`config.mk`:
```
export PLATFORM = sky130hd
export DESIGN_NAME = tree_sum_reducer
export DESIGN_NICKNAME = d
export VERILOG_FILES = /design/src/rtl/tsr_pkg.sv /design/src/rtl/tsr_sequencer.sv /design/src/rtl/tsr_lane_bank.sv /design/src/rtl/tree_sum_reducer.sv
export SDC_FILE = /design/constraint.sdc
export NUM_CORES = 1
export LEC_CHECK = 0
export ABC_AREA = 1
export CAP_MARGIN = 40
export CORE_AREA = 2 2 160 162
export DETAILED_ROUTE_END_ITERATION = 10
export DIE_AREA = 0 0 162 164
export DONT_BUFFER_PORTS = 1
export PLACE_DENSITY = 0.59
export SETUP_SLACK_MARGIN = 0.2
export SYNTH_ARGS = -nofsm -noshare
export SYNTH_HDL_FRONTEND = slang
export SYNTH_HIERARCHICAL = 1
export SYNTH_SLANG_ARGS = --single-unit
```
`constraint.sdc`:
```
create_clock -name clk -period 7.15 [get_ports clk]
set_input_delay 1.43 -clock clk [delete_from_list [all_inputs] [get_ports clk]]
set_output_delay 1.43 -clock clk [all_outputs]
set_load 0.005 [all_outputs]
```
`src/rtl/tsr_pkg.sv`:
```
package tsr_pkg;
  typedef enum logic {
    ST_IDLE = 1'b0,
    ST_RUN  = 1'b1
  } run_state_t;
endpackage

```
`src/rtl/tsr_sequencer.sv`:
```
module tsr_sequencer
  import tsr_pkg::*;
#(
  parameter int LANES = 8
) (
  input  logic                       clk,
  input  logic                       rst,
  input  logic                       start,
  output logic                       load,
  output logic                       step,
  output logic [$clog2(LANES):0]     stride,
  output logic                       busy,
  output logic                       done
);
  localparam int SW = $clog2(LANES) + 1;

  run_state_t state;
  logic       last;

  assign load = start && (state == ST_IDLE);
  assign step = (state == ST_RUN);
  assign busy = (state == ST_RUN);
  assign last = (stride == SW'(1));

  always_ff @(posedge clk) begin
    if (rst) begin
      state  <= ST_IDLE;
      stride <= '0;
      done   <= 1'b0;
    end else begin
      done <= step && last;
      if (load) begin
        state  <= ST_RUN;
        stride <= SW'(LANES / 2);
      end else if (step) begin
        stride <= stride >> 1;
        if (last) state <= ST_IDLE;
      end
    end
  end

  AST_STRIDE_ONEHOT: assert property (@(posedge clk) disable iff (rst)
    busy |-> ($countones(stride) == 1));
  AST_LAST_ROUND_ENDS: assert property (@(posedge clk) disable iff (rst)
    (busy && last) |=> (done && !busy));
  AST_START_IGNORED: assert property (@(posedge clk) disable iff (rst)
    (busy && start) |=> (stride == ($past(stride) >> 1)));
endmodule

```
`src/rtl/tsr_lane_bank.sv`:
```
module tsr_lane_bank #(
  parameter int LANES = 8,
  parameter int WIDTH = 16
) (
  input  logic                   clk,
  input  logic                   rst,
  input  logic                   load,
  input  logic                   step,
  input  logic [$clog2(LANES):0] stride,
  input  logic [LANES*WIDTH-1:0] din,
  output logic [LANES*WIDTH-1:0] arr
);
  localparam int LVLS = $clog2(LANES);
  localparam int SW   = LVLS + 1;
  localparam int HALF = LANES / 2;

  logic [WIDTH-1:0] mem [LANES];

  for (genvar j = 0; j < LANES; j++) begin : g_lane
    assign arr[j*WIDTH +: WIDTH] = mem[j];

    if (j < HALF) begin : g_adder
      logic [WIDTH-1:0] cand [LVLS];
      logic [WIDTH-1:0] partner;
      logic             active;

      for (genvar k = 0; k < LVLS; k++) begin : g_cand
        if (j < (1 << k)) begin : g_on
          assign cand[k] = mem[j + (1 << k)];
        end else begin : g_off
          assign cand[k] = '0;
        end
      end

      always_comb begin
        partner = '0;
        for (int k = 0; k < LVLS; k++) begin
          if (stride == SW'(1 << k)) partner = cand[k];
        end
      end

      assign active = step && (stride > SW'(j));

      always_ff @(posedge clk) begin
        if (rst)         mem[j] <= '0;
        else if (load)   mem[j] <= din[j*WIDTH +: WIDTH];
        else if (active) mem[j] <= mem[j] + partner;
      end

      AST_LOW_LANE_HOLD: assert property (@(posedge clk) disable iff (rst)
        (!load && !active) |=> $stable(mem[j]));
    end else begin : g_plain
      always_ff @(posedge clk) begin
        if (rst)       mem[j] <= '0;
        else if (load) mem[j] <= din[j*WIDTH +: WIDTH];
      end

      AST_HIGH_LANE_HOLD: assert property (@(posedge clk) disable iff (rst)
        !load |=> $stable(mem[j]));
    end
  end
endmodule

```
`src/rtl/tree_sum_reducer.sv`:
```
module tree_sum_reducer #(
  parameter int LANES = 8,
  parameter int WIDTH = 16
) (
  input  logic                   clk,
  input  logic                   rst,
  input  logic                   start,
  input  logic [LANES*WIDTH-1:0] din,
  output logic                   busy,
  output logic                   done,
  output logic [WIDTH-1:0]       total,
  output logic [LANES*WIDTH-1:0] arr
);
  localparam int SW = $clog2(LANES) + 1;

  logic          load;
  logic          step;
  logic [SW-1:0] stride;

  tsr_sequencer #(.LANES(LANES)) u_seq (
    .clk    (clk),
    .rst    (rst),
    .start  (start),
    .load   (load),
    .step   (step),
    .stride (stride),
    .busy   (busy),
    .done   (done)
  );

  tsr_lane_bank #(.LANES(LANES), .WIDTH(WIDTH)) u_bank (
    .clk    (clk),
    .rst    (rst),
    .load   (load),
    .step   (step),
    .stride (stride),
    .din    (din),
    .arr    (arr)
  );

  assign total = arr[WIDTH-1:0];

  AST_DONE_ONE_CYCLE: assert property (@(posedge clk) disable iff (rst)
    done |=> !done);
  AST_IDLE_HOLD: assert property (@(posedge clk) disable iff (rst)
    (!busy && !start) |=> $stable(arr));
  AST_LOAD_BUSY: assert property (@(posedge clk) disable iff (rst)
    (!busy && start) |=> busy);
endmodule

```
# Yosys cells after proc, flatten, opt, wreduce, memory -nomap -nowiden
# Memories as Yosys holds them, arrays and structs flattened.
# Cells that the tools add are included.
totals:
  ff_bits: 5
  latch_bits: 0
  mem_bits_rw: 128
  rom_bits: 0
  inputBits: 131
  output_inout_bits: 146
  elab_cells: 82
  n_memories: 1
op_classes:
  addsub: 4
  mul: 0
  n_div: 0
  n_lt_le_gt_ge: 4
  n_eq_ne: 3
  shift: 0
  n_mux: 45
  bitwise_logic: 13
  reduce_logical: 8
mem_list:
  columns: ["memory", "words", "width", "rd", "rd_clocked_by_memory_dff", "wr", "line", "text"]
  rows:
  - ["u_bank.mem", 8, 16, 8, 0, 8, "tsr_lane_bank.sv:17", "logic [WIDTH-1:0] mem [LANES];"]
op_table:
  columns: ["cell", "count"]
  rows:
  - ["$mux 16", 19]
  - ["$add 16x16->16", 4]
  - ["$mux 1", 24]
  - ["$or 1x1->1", 12]
  - ["$gt 3x1->1 const B", 2]
  - ["$gt 3x2->1 const B", 2]
  - ["$logic_and 1x1->1", 6]
  - ["$mux 3", 2]
  - ["$eq 3x1->1 const B", 1]
  - ["$eq 3x2->1 const B", 1]
  - ["$eq 3x3->1 const B", 1]
  - ["$reduce_bool 2->1", 1]
  - ["$reduce_or 2->1", 1]
  - ["$not 1->1", 1]

# Longest topological paths before layout
# Gate-level depths: netlist of run 1.
logic_depth:
  word_depth: 7
  mapped_depth: 18
  mapped_depth_nobuf: 18

# By module
# Netlist of run 1, hierarchy kept.
modules_own_cells:
  columns: ["module", "instances", "cells_each", "area_each_um2", "seq_area_each_um2"]
  rows:
  - ["tsr_lane_bank", 1, 1269, 9407.8, 3843.7]
  - ["tsr_sequencer", 1, 31, 215.2, 100.1]
  - ["tree_sum_reducer", 1, 16, 120.1, 0.0]

# Least setup slack after synthesis of run 1
# Ideal clock, no wire load.
synth_path:
  path_kind: "in2reg"
  start: "input start"
  end: "memory u_bank.mem[4][0] (netlist: u_bank/mem[1][0]), enable pin"
  setup_ns: 0.418
  t_arrival_ns: 2.894
  t_required_ns: 6.732
  slack_ns: 3.838
  path_stages: 4
  path_buffers: 0
  path_cell_list: "nand2_1 -> inv_1 -> nor2_4 -> inv_1"
synth_lines:
  columns: ["item", "line", "text"]
  rows:
  - ["start, declared", "tree_sum_reducer.sv:7", "input logic start,"]
  - ["end, declared", "tsr_lane_bank.sv:17", null]

==> reports/qor.txt, run 1 <==
DETAILED ROUTING
----------------------------------------------------------------------------------
Wirelength per Cell .................................................      18.0 um
Via-to-Cell Ratio ...................................................         5.02
Vias after detailed routing .........................................         8220
DR DRC count ........................................................            0
Initial DRC count ...................................................          483
Number of nets with antenna violations after routing ................            0
Final wirelength ....................................................     29500 um
Number of iterations in the first detailed-routing pass .............            6

FLOW RUN
----------------------------------------------------------------------------------
Max Cap Violations ..................................................            0

CLOCK TREE
----------------------------------------------------------------------------------
Number of post-CTS setup repair buffers .............................            0
TritonCTS clock tree ................................................         done
Number of buffers added to fix hold violations after cts ............            0
Number of CTS-inserted buffers ......................................           17
CTS H-tree lvls .....................................................            4
Number of resized instances in the post-cts repair step .............            0
Clock-pin slew on the worst setup and hold paths ....................      0.06 ns
Buffer levels on the longest clock path .............................            2
CTS Sinks ...........................................................          133
Clock root buffer ................................................... sky130_fd_sc_hd__clkbuf_16
Clock latency reported for the late side of the worst-skew pair .....      0.43 ns

POWER AND IR DROP
----------------------------------------------------------------------------------
Power Density .......................................................   204 nW/um2
P_leak ..............................................................      5.48 nW
Largest vdd supply drop .............................................     0.103 mV
Overall Power .......................................................      2.14 mW

GLOBAL ROUTE
----------------------------------------------------------------------------------
Remaining global-route overflow .....................................            0
Antenna violations before repair ....................................            0
First-pass GRT wire length ..........................................     44000 um
Pin count of the biggest net entering global routing ................           65
Aggregate global-route resource usage ...............................        22.1%
Via count of the first global-routing pass ..........................         7720

SETUP PATH
----------------------------------------------------------------------------------
Highest cell delay on the worst timing path .........................      0.44 ns
Signal arrival time at the worst endpoint ...........................      3.55 ns
CP Data Required Time ...............................................      7.33 ns
Biggest fanout along the worst timing path ..........................           31
Crit-path most repeated cell ........................................ sky130_fd_sc_hd__nand2_1
Crit end category ...................................................    flip-flop
Buffers plus inverters on the worst setup path ......................            2
Slowest library cell on the worst path .............................. sky130_fd_sc_hd__dfxtp_1
Critical Path Source Type ...........................................    flip-flop
Cell family with most CP delay ...................................... simple AND/OR/NAND/NOR gates
Category of the critical setup timing path .......................... flip-flop to flip-flop
Crit path cell chain ................................................ nor2_2 -> nand2_1 -> buf_4 -> inv_2 -> a22o_1 -> ha_1 -> fa_1 -> nand3_1 -> nand3_1 -> nand2_1 -> nand2_1 -> nand2_1 -> nand3b_1 -> nand3_1 -> nand2_1

LAYOUT
----------------------------------------------------------------------------------
Final Instance Area .................................................    10500 um2
Number of filler cells placed in the layout .........................         2595
ANT cells ...........................................................            0
Storage cell area ...................................................     3940 um2
Area of combinational cells with multiple inputs ....................     4650 um2
Share of final-layout standard cells stronger than drive strength 1 .        4.81%
Post-synthesis to final-layout area growth ..........................        7.40%
Total number of nets in the final design ............................         1493

YOSYS
----------------------------------------------------------------------------------
Commonest cells in the synthesized netlist .......................... sky130_fd_sc_hd__nand2_1, sky130_fd_sc_hd__inv_1, sky130_fd_sc_hd__nor2_1
Number of distinct library cells after synthesis ....................           37
Async set or reset register ratio after synthesis ...................           0%
Syn Area/Cell .......................................................     7.40 um2
Most used flip-flop cell after synthesis ............................ sky130_fd_sc_hd__edfxtp_1
Most frequently used cell type in the post-synthesis netlist ........ sky130_fd_sc_hd__nand2_1
Number of flops mapped to enable cells by yosys .....................          128
Synthesized Nets ....................................................         1513
Cell type with the highest aggregate area in the netlist ............ sky130_fd_sc_hd__edfxtp_1
Most area-consuming cells after synthesis ........................... sky130_fd_sc_hd__edfxtp_1, sky130_fd_sc_hd__nand2_1, sky130_fd_sc_hd__inv_1
Synthesized flop and latch total ....................................          133
Number of cells produced by synthesis ...............................         1316
Synthesized cell area ...............................................     9740 um2
Proportion of netlist area held by the largest area contributor .....        39.5%
Sequential fraction of the synthesis area ...........................        40.5%
Yosys warnings ......................................................            6

TIMING
----------------------------------------------------------------------------------
Maximum achievable frequency ........................................      297 MHz
Max-Slew Margin vs Limit ............................................        49.2%
Post-Route Setup TNS ................................................         0 ns
Final count of hold timing violations ...............................            0
Unrepaired setup endpoints after global routing .....................           no
Slew at the pin closest to its max-slew limit .......................     0.762 ns
Worst hold margin ...................................................     0.580 ns
Count of final max-slew check failures ..............................            0
Setup WS post-layout ................................................      3.78 ns
Final setup viols ...................................................            0
Worst setup skew after layout .......................................    0.0152 ns
Post-route clock period utilization .................................        47.1%
Final Critical Period ...............................................      3.37 ns

PLACED DESIGN
----------------------------------------------------------------------------------
Final weighted congestion of routability-driven global placement ....        0.884
Placed standard-cell area ...........................................     9910 um2
Total of buffers placed on input and output ports ...................            0
Post-placement setup slack ..........................................      3.65 ns
Estimated wirelength of the detail-placed design ....................     23500 um

FLOORPLAN
----------------------------------------------------------------------------------
DIE AREA ............................................................    26600 um2
Die height ..........................................................       164 um
Horizontal die dimension ............................................       162 um
Initial core utilization ............................................        39.3%
Number of top-level pins ............................................          277
Standard cell core area .............................................    24800 um2
Std cell rows .......................................................           58

WORST HOLD PATH
----------------------------------------------------------------------------------
Min-Delay Path Class ................................................ flip-flop to flip-flop

STATUS
----------------------------------------------------------------------------------
Result of the run ................................................... finished clean

[metal layers]
layer  track usage [%]  up-vias  wire length [um]
met3              6.36       31              2340
met5                 0        -                 0
met4              6.76        0               626
met1              29.4     3741             13300
met2              34.8      307             13300
li1                  -     4141                 -
[layout make-up]
cell class	count	share of cell area, %
Inverter	231	8.33
Multi-Input combinational cell	909	44.4
Timing Repair Buffer	4	0.287
Tap cell	330	3.95
Clock buffer	18	4.10
Clock inverter	14	1.22
Sequential cell	133	37.7
[flip-flops by register name, indices dropped and copies added (netlist names)]
signal and cells:
u_seq/busy 1, u_bank/mem 128, u_seq/stride 3, u_seq/done 1
[metrics by stage]
stage               utilization [%]  std cells
floorplan                         -       1316
global placement               39.9       1607
detailed placement             39.9       1607
CTS                            42.2       1639
global route                   42.2       1639
finish                         42.2       1639
[tightest hold or removal path: stages (launching register included)]
cell                      delay, ns
sky130_fd_sc_hd__dfxtp_1       0.37
sky130_fd_sc_hd__nand2_1       0.12
sky130_fd_sc_hd__nor3_2        0.05
[cell usage in the layout, fill, tap and decap left out, drive strengths merged]
cell type,count
clkinvlp,2
or2,5
dfxtp,5
inv,233
xor2,10
a22o,23
a21oi,54
o21bai,5
buf,4
clkinv,9
and2,9
o211ai,1
bufinv,1
clkbuf,18
o21ai,24
nor2,140
ha,62
xnor2,1
nor3,12
a32o,2
nand3,91
edfxtp,128
nand4,9
conb,1
nand2,442
nand3b,14
fa,4
[power breakdown]
group | internal, mW | total [mW] | switching (mW)
Combinational | 0.0818 | 0.260 | 0.178
Sequential | 0.934 | 1.03 | 0.0940
Clock | 0.481 | 0.849 | 0.368
[final timing paths]
| check | slack, ns | end | cells after the start | startpoint |
|---|---|---|---|---|
| hold reg to reg | 0.58 | u_seq/done$_SDFF_PP0_ | 2 | u_seq/stride[0]$_SDFFE_PP0P_ |
| hold / removal | 0.58 | u_seq/done$_SDFF_PP0_ | 2 | u_seq/stride[0]$_SDFFE_PP0P_ |
| setup reg to reg | 3.78 | u_bank/mem[0][26]$_DFFE_PP_ | 15 | u_seq/stride[0]$_SDFFE_PP0P_ |
| setup / recovery | 3.78 | u_bank/mem[0][26]$_DFFE_PP_ | 15 | u_seq/stride[0]$_SDFFE_PP0P_ |
[kinds of logic (layout without fill, tap and decap cells)]
kind of cell	count (synthesis)	after routing	synth area share (%)
simple gates	722	722	31.0
buf+inv	274	267	11.9
flops	133	133	40.5
compound gates	109	109	6.86
fa+ha+maj	66	66	8.78
xor+xnor	11	11	0.989
other cells	1	1	0.0385
No activity file was read; power rests on OpenSTA's default activity.
==> inputs of run 2 (changes only) <==
--- a/config.mk
+++ b/config.mk
@@ -11,7 +11,7 @@
 export DETAILED_ROUTE_END_ITERATION = 10
 export DIE_AREA = 0 0 162 164
 export DONT_BUFFER_PORTS = 1
-export PLACE_DENSITY = 0.59
+export PLACE_DENSITY = 0.6
 export SETUP_SLACK_MARGIN = 0.2
 export SYNTH_ARGS = -nofsm -noshare
 export SYNTH_HDL_FRONTEND = slang
==> constraint.sdc (replaced) <==
create_clock -name clk -period 3.01 [get_ports clk]
set_input_delay 0.602 -clock clk [delete_from_list [all_inputs] [get_ports clk]]
set_output_delay 0.602 -clock clk [all_outputs]
set_load 0.005 [all_outputs]
==> reports/qor.txt, run 2 (synthesis gave the netlist of run 1 again) <==
POWER AND IR DROP
----------------------------------------------------------------------------------
Combinational group share of total power ............................        12.4%   +0.2 points
P_leak ..............................................................      5.61 nW   +2.4%
Power Density .......................................................   492 nW/um2   +140%
Sw Ratio ............................................................        29.1%   -0.83 points
Design internal power ...............................................      3.73 mW   +150%
Clock Power Share ...................................................        41.4%   +1.7 points
Switching component of the power ....................................      1.53 mW   +140%
Largest vdd supply drop .............................................     0.261 mV   +150%
Seq pwr share .......................................................        46.2%   -1.9 points

GLOBAL ROUTE
----------------------------------------------------------------------------------
First-pass GRT wire length ..........................................     44800 um   +1.8%
Remaining global-route overflow .....................................            0   unchanged
Antenna violations before repair ....................................            1   +1
Pin count of the biggest net entering global routing ................           47   -28%
Via count of the first global-routing pass ..........................         7888   +2.2%
Aggregate global-route resource usage ...............................        22.5%   +0.47 points

TIMING
----------------------------------------------------------------------------------
Final Critical Period ...............................................      2.59 ns   -0.775 ns
Slew at the pin closest to its max-slew limit .......................     0.501 ns   -0.261 ns
Post-Route Setup TNS ................................................         0 ns   unchanged
Setup WS post-layout ................................................     0.416 ns   -3.36 ns
Final setup viols ...................................................            0   unchanged
Final count of hold timing violations ...............................            0   unchanged
Worst setup skew after layout .......................................   0.00691 ns   -0.00830 ns
Worst hold margin ...................................................     0.241 ns   -0.339 ns
Count of final max-slew check failures ..............................            0   unchanged
Maximum achievable frequency ........................................      386 MHz   +30%
Max-Slew Margin vs Limit ............................................        66.5%   +17 points
Unrepaired setup endpoints after global routing .....................           no
Post-route clock period utilization .................................        86.2%   +39 points

LAYOUT
----------------------------------------------------------------------------------
Register bank with the most flops ...................................   u_bank/mem
Flip-flop count of the largest register after layout ................          128   unchanged
Top library cells by usage in the layout, fill and taps aside ....... sky130_fd_sc_hd__nand2_1, sky130_fd_sc_hd__inv_1, sky130_fd_sc_hd__nor2_1
ANT cells ...........................................................            0   unchanged
Area of combinational cells with multiple inputs ....................     4690 um2   +0.92%
Final Instance Area .................................................    10700 um2   +2.3%
Registers with the most flip-flops .................................. u_bank/mem (128), u_seq/stride (3)
Total number of nets in the final design ............................         1511   +1.2%
Most common library cell in the layout ignoring fill and taps ....... sky130_fd_sc_hd__nand2_1
Post-synthesis to final-layout area growth ..........................        9.84%
Storage cell area ...................................................     3950 um2   about the same
Share of final-layout standard cells stronger than drive strength 1 .        6.71%   +1.9 points
Number of filler cells placed in the layout .........................         2554   -1.6%

SETUP PATH
----------------------------------------------------------------------------------
Crit-path most repeated cell ........................................ sky130_fd_sc_hd__nand2_1
Signal arrival time at the worst endpoint ...........................      2.78 ns   -0.77 ns
Critical Path Sink .................................................. u_bank/mem[0][14]$_DFFE_PP_
Slowest library cell on the worst path .............................. sky130_fd_sc_hd__fa_1
Biggest fanout along the worst timing path ..........................            7   -77%
FF-to-FF End ........................................................ u_bank/mem[0][14]$_DFFE_PP_
Critical Path Source Type ...........................................    flip-flop
Category of the critical setup timing path .......................... flip-flop to flip-flop
Worst r2r path cells ................................................           15   unchanged
Highest cell delay on the worst timing path .........................      0.44 ns   about the same
Crit path launch .................................................... u_seq/stride[2]$_SDFFE_PP0P_
CP Data Required Time ...............................................      3.19 ns   -4.14 ns
Crit end category ...................................................    flip-flop
Launching point of the worst reg2reg path ........................... u_seq/stride[2]$_SDFFE_PP0P_
Crit path cell chain ................................................ nor2_4 -> inv_1 -> nor2_4 -> nand2_1 -> nand3_1 -> ha_1 -> fa_1 -> nand3_1 -> nand3_1 -> nand2_1 -> nand2_1 -> nand2_1 -> nand3b_1 -> nand3_1 -> nand2_1
Worst R2R Setup Slack ...............................................      0.42 ns   -3.36 ns

CLOCK TREE
----------------------------------------------------------------------------------
Number of CTS-inserted buffers ......................................           17   unchanged
Clock-pin slew on the worst setup and hold paths ....................      0.06 ns   about the same
Number of buffers added to fix hold violations after cts ............            0   unchanged
CTS H-tree lvls .....................................................            4   unchanged
Buffer levels on the longest clock path .............................            2   unchanged
TritonCTS clock tree ................................................         done
Clock latency reported for the late side of the worst-skew pair .....      0.42 ns   about the same
CTS Sinks ...........................................................          133   unchanged
Clock root buffer ................................................... sky130_fd_sc_hd__clkbuf_16

FLOW RUN
----------------------------------------------------------------------------------
Max Cap Violations ..................................................            0   unchanged

DETAILED ROUTING
----------------------------------------------------------------------------------
Via-to-Cell Ratio ...................................................         5.06   +0.81%
Vias after detailed routing .........................................         8378   +1.9%
Final wirelength ....................................................     30000 um   +1.8%
Wirelength per Cell .................................................      18.1 um   +0.65%
Initial DRC count ...................................................          696   +44%
Number of nets with antenna violations after routing ................            0   unchanged
Number of iterations in the first detailed-routing pass .............            5   -1
DR DRC count ........................................................            0   unchanged

PLACED DESIGN
----------------------------------------------------------------------------------
Estimated wirelength of the detail-placed design ....................     24000 um   +1.8%
Total of buffers placed on input and output ports ...................            0   unchanged
Final weighted congestion of routability-driven global placement ....        0.915   +3.5%
Post-placement setup slack ..........................................     0.266 ns   -3.38 ns
Placed standard-cell area ...........................................    10000 um2   +1.2%

FLOORPLAN
----------------------------------------------------------------------------------
Std cell rows .......................................................           58   unchanged
Number of top-level pins ............................................          277   unchanged
Standard cell core area .............................................    24800 um2   unchanged
Die height ..........................................................       164 um   unchanged
DIE AREA ............................................................    26600 um2   unchanged
Initial core utilization ............................................        39.3%   unchanged
Horizontal die dimension ............................................       162 um   unchanged

WORST HOLD PATH
----------------------------------------------------------------------------------
Min-Delay Path Depth ................................................            1   -1
Min-Delay Path Class ................................................ input pin to flip-flop

STATUS
----------------------------------------------------------------------------------
Result of the run ................................................... finished clean

## run 2: power by group through the flow
stage          Sequential (mW)  Combinational (mW)  Clock (mW)
2_1_floorplan             2.36               0.510           0
3_3_place_gp              2.49               0.631           0
6_report                  2.44               0.653        2.18
3_5_place_dp              2.48               0.639           0
5_1_grt                   2.46               0.744        2.29
4_1_cts                   2.44               0.643        2.22
## run 2: routing by layer
layer	vias to the layer above	global-route usage, %	wire length (um)
li1	4178	-	-
met1	3834	30.1	13500
met2	318	34.5	13100
met3	46	6.64	2630
met4	2	8.57	801
met5	-	0	13
## run 2: final cells by class
type                            instances  area share (%)
Tap cell                              330            3.86
Sequential cell                       133            36.9
Clock buffer                           19            4.05
Multi-Input combinational cell        910            43.8
Inverter                              231            8.24
Timing Repair Buffer                   21            1.66
Clock inverter                         13            1.48
## run 2: how the worst min path moves through the flow
| stage | slack, ns | end | from |
|---|---|---|---|
| floorplan | 0.52 | u_seq/done$_SDFF_PP0_ | u_seq/stride[0]$_SDFFE_PP0P_ |
| global placement | 0.56 | u_seq/stride[2]$_SDFFE_PP0P_ | u_seq/stride[2]$_SDFFE_PP0P_ |
| detailed placement | 0.56 | u_seq/stride[2]$_SDFFE_PP0P_ | u_seq/stride[2]$_SDFFE_PP0P_ |
| CTS | 0.22 | u_seq/done$_SDFF_PP0_ | rst |
| global route | 0.23 | u_seq/done$_SDFF_PP0_ | rst |
| finish | 0.24 | u_seq/done$_SDFF_PP0_ | rst |
## run 2: metrics by stage
stage	instances	utilization (%)	power, mW
floorplan	1316	-	2.87
global placement	1621	40.4	3.12
detailed placement	1621	40.4	3.12
CTS	1653	42.8	5.31
global route	1657	43.1	5.49
finish	1657	43.1	5.27
## run 2: timing repair
action	in CTS	in global routing
setup endpoints to repair	0	31
buffers inserted	0	3
resized for setup	0	20
## run 2: worst max-delay path: cells and delay by family, from the launching register on
kind	cells	cell delay, ns
adder cells (fa/ha/maj)	2	0.66
buffers and inverters	1	0.18
flip-flops	1	0.38
AND/OR/NAND/NOR	12	1.14
==> inputs of run 3 (changes only) <==
--- a/config.mk
+++ b/config.mk
@@ -11,6 +11,7 @@
 export DETAILED_ROUTE_END_ITERATION = 10
 export DIE_AREA = 0 0 162 164
 export DONT_BUFFER_PORTS = 1
+export MAX_ROUTING_LAYER = met4
 export PLACE_DENSITY = 0.6
 export SETUP_SLACK_MARGIN = 0.2
 export SYNTH_ARGS = -nofsm -noshare
==> reports/qor.txt, run 3 (synthesis gave the netlist of run 1 again) <==
GLOBAL ROUTE
----------------------------------------------------------------------------------
Aggregate global-route resource usage ...............................        23.1%   +0.61 points
Via count of the first global-routing pass ..........................         7716   -2.2%
First-pass GRT wire length ..........................................     44800 um   about the same
Pin count of the biggest net entering global routing ................           47   unchanged
Met3 track utilization from global routing ..........................        6.11%   -0.53 points
GR Util met2 ........................................................        34.7%   +0.19 points
Global routing met1 resource utilization ............................        30.5%   +0.37 points
Antenna violations before repair ....................................            0   -1
Most congested layer reported by global routing .....................         met2
Remaining global-route overflow .....................................            0   unchanged

WORST HOLD PATH
----------------------------------------------------------------------------------
Min-Delay Path Class ................................................ input pin to flip-flop
Min-Delay Path Depth ................................................            1   unchanged
Endpoint of the worst hold-timing path .............................. u_seq/done$_SDFF_PP0_
Min-delay src .......................................................          rst

SETUP PATH
----------------------------------------------------------------------------------
Category of the critical setup timing path .......................... flip-flop to flip-flop
Crit end category ...................................................    flip-flop
Cell family with most CP delay ...................................... simple AND/OR/NAND/NOR gates
Buffers plus inverters on the worst setup path ......................            2   +1
Critical Path Source Type ...........................................    flip-flop
Slowest library cell on the worst path .............................. sky130_fd_sc_hd__fa_1
Crit-path most repeated cell ........................................ sky130_fd_sc_hd__nand2_1
Launching point of the worst reg2reg path ........................... u_seq/stride[2]$_SDFFE_PP0P_
Biggest fanout along the worst timing path ..........................           17   +10
Signal arrival time at the worst endpoint ...........................      2.81 ns   +0.03 ns
CP Data Required Time ...............................................      3.20 ns   about the same
Highest cell delay on the worst timing path .........................      0.43 ns   about the same
FF-to-FF End ........................................................ u_bank/mem[0][26]$_DFFE_PP_
Worst r2r path cells ................................................           15   unchanged
Worst R2R Setup Slack ...............................................      0.39 ns   -0.03 ns
Crit path cell chain ................................................ nor2_4 -> buf_12 -> nand2_4 -> inv_6 -> a22o_1 -> ha_1 -> fa_1 -> nand3_1 -> nand3_2 -> nand2_1 -> nand2_1 -> nand2_1 -> nand3b_1 -> nand3_1 -> nand2_1

DETAILED ROUTING
----------------------------------------------------------------------------------
Initial DRC count ...................................................          663   -4.7%
Number of nets with antenna violations after routing ................            0   unchanged
Vias after detailed routing .........................................         8271   -1.3%
Wirelength per Cell .................................................      18.2 um   +0.25%
Number of iterations in the first detailed-routing pass .............            5   unchanged
Via-to-Cell Ratio ...................................................         5.00   -1.2%
Final wirelength ....................................................     30100 um   +0.13%
DR DRC count ........................................................            0   unchanged

CLOCK TREE
----------------------------------------------------------------------------------
Number of CTS-inserted buffers ......................................           17   unchanged
CTS H-tree lvls .....................................................            4   unchanged
Number of buffers added to fix hold violations after cts ............            0   unchanged
TritonCTS clock tree ................................................         done
Buffer levels on the longest clock path .............................            2   unchanged
Clock-pin slew on the worst setup and hold paths ....................      0.07 ns   about the same
Clock latency reported for the late side of the worst-skew pair .....      0.43 ns   about the same
Clock root buffer ................................................... sky130_fd_sc_hd__clkbuf_16
CTS Sinks ...........................................................          133   unchanged

FLOORPLAN
----------------------------------------------------------------------------------
Number of top-level pins ............................................          277   unchanged
Initial core utilization ............................................        39.3%   unchanged
Std cell rows .......................................................           58   unchanged
Standard cell core area .............................................    24800 um2   unchanged
Die height ..........................................................       164 um   unchanged
Horizontal die dimension ............................................       162 um   unchanged
DIE AREA ............................................................    26600 um2   unchanged

PLACED DESIGN
----------------------------------------------------------------------------------
Total of buffers placed on input and output ports ...................            0   unchanged
Estimated wirelength of the detail-placed design ....................     24100 um   +0.45%
Final weighted congestion of routability-driven global placement ....        0.918   +0.32%
Placed standard-cell area ...........................................    10000 um2   about the same
Post-placement setup slack ..........................................     0.248 ns   -0.0178 ns
Placed cells ........................................................         1620   -0.062%

TIMING
----------------------------------------------------------------------------------
Slew at the pin closest to its max-slew limit .......................     0.532 ns   +0.0310 ns
Count of final max-slew check failures ..............................            0   unchanged
Unrepaired setup endpoints after global routing .....................          yes
Post-Route Setup TNS ................................................         0 ns   unchanged
Max-Slew Margin vs Limit ............................................        64.4%   -2.1 points
Final count of hold timing violations ...............................            0   unchanged
Post-route clock period utilization .................................        87.0%   +0.87 points
Final Critical Period ...............................................      2.62 ns   +0.0262 ns
Setup WS post-layout ................................................     0.390 ns   -0.0262 ns
Worst hold margin ...................................................     0.240 ns   -0.00142 ns
Worst setup skew after layout .......................................    0.0115 ns   +0.00460 ns
Maximum achievable frequency ........................................      382 MHz   -1.0%
Final setup viols ...................................................            0   unchanged

POWER AND IR DROP
----------------------------------------------------------------------------------
Power Density .......................................................   493 nW/um2   about the same
P_leak ..............................................................      5.60 nW   -0.29%
Overall Power .......................................................      5.26 mW   about the same
Largest vdd supply drop .............................................     0.260 mV   -0.46%

FLOW RUN
----------------------------------------------------------------------------------
Max Cap Violations ..................................................            0   unchanged

LAYOUT
----------------------------------------------------------------------------------
Flip-flop count of the largest register after layout ................          128   unchanged
Final Instance Area .................................................    10700 um2   -0.19%
Post-route non-filler standard cell count ...........................         1655   -0.12%
Most common library cell in the layout ignoring fill and taps ....... sky130_fd_sc_hd__nand2_1
ANT cells ...........................................................            0   unchanged
Share of final-layout standard cells stronger than drive strength 1 .        6.42%   -0.29 points
Top library cells by usage in the layout, fill and taps aside ....... sky130_fd_sc_hd__nand2_1, sky130_fd_sc_hd__inv_1, sky130_fd_sc_hd__nor2_1
Register bank with the most flops ...................................   u_bank/mem
Final cell utilization of the core ..................................        43.0%   -0.081 points
Registers with the most flip-flops .................................. u_bank/mem (128), u_seq/stride (3)
Post-synthesis to final-layout area growth ..........................        9.63%
Total number of nets in the final design ............................         1509   -0.13%

STATUS
----------------------------------------------------------------------------------
Result of the run ................................................... finished clean

[run 3: cell count changes in the layout (fill, tap and decap cells not counted), sizes merged]
| cell | change |
|---|---|
| inv | +1 |
| buf | -2 |
| clkbuf | -2 |
| clkinvlp | +1 |
[run 3: how the worst max path moves through the flow]
stage / slack (ns) / endpoint / cells past startpoint / from
finish: 0.39 / u_bank/mem[0][26]$_DFFE_PP_ / 15 / u_seq/stride[2]$_SDFFE_PP0P_
global route: 0.16 / u_bank/mem[0][15]$_DFFE_PP_ / 16 / u_seq/stride[2]$_SDFFE_PP0P_
CTS: 0.24 / u_bank/mem[0][26]$_DFFE_PP_ / 14 / u_seq/stride[0]$_SDFFE_PP0P_
detailed placement: 0.25 / u_bank/mem[0][26]$_DFFE_PP_ / 14 / u_seq/stride[0]$_SDFFE_PP0P_
global placement: 0.32 / u_bank/mem[0][23]$_DFFE_PP_ / 13 / u_seq/stride[1]$_SDFFE_PP0P_
floorplan: 0.53 / u_bank/mem[1][0]$_SDFFCE_PN0P_ / 4 / start
[run 3: per-layer routing]
layer / share of wire [%] / up-vias
li1: - / 4167
met5: 0 / -
met1: 46 / 3739
met3: 7.7 / 48
met2: 44 / 317
met4: 2.7 / 0
[run 3: repair_timing]
item                       4_1_cts  5_1_grt
setup endpoints to repair        0       30
setup buffers                    0        2
gates resized for setup          0       15
[run 3: layout make-up]
class,instances,area (um2)
inverters,231,880
clock inverters,15,163
repair buffers,19,171
well taps,330,413
fillers,2551,14100
multi-input cells,910,4680
clock buffers,17,425
flip-flops and latches,133,3950
[run 3: where the power goes]
| group | internal (mW) | switching [mW] | total (mW) |
|---|---|---|---|
| registers | 2.22 | 0.221 | 2.44 |
| logic | 0.217 | 0.438 | 0.655 |
| clock network | 1.29 | 0.879 | 2.17 |
[run 3: worst register-to-register path: cells and delay by family (launching register included)]
kind / cells / cell delay, ns
buffers and inverters: 2 / 0.21
DFF: 1 / 0.38
AOI/OAI and AO/OA: 1 / 0.23
and+or+nand+nor: 10 / 0.91
adders and majority gates: 2 / 0.65
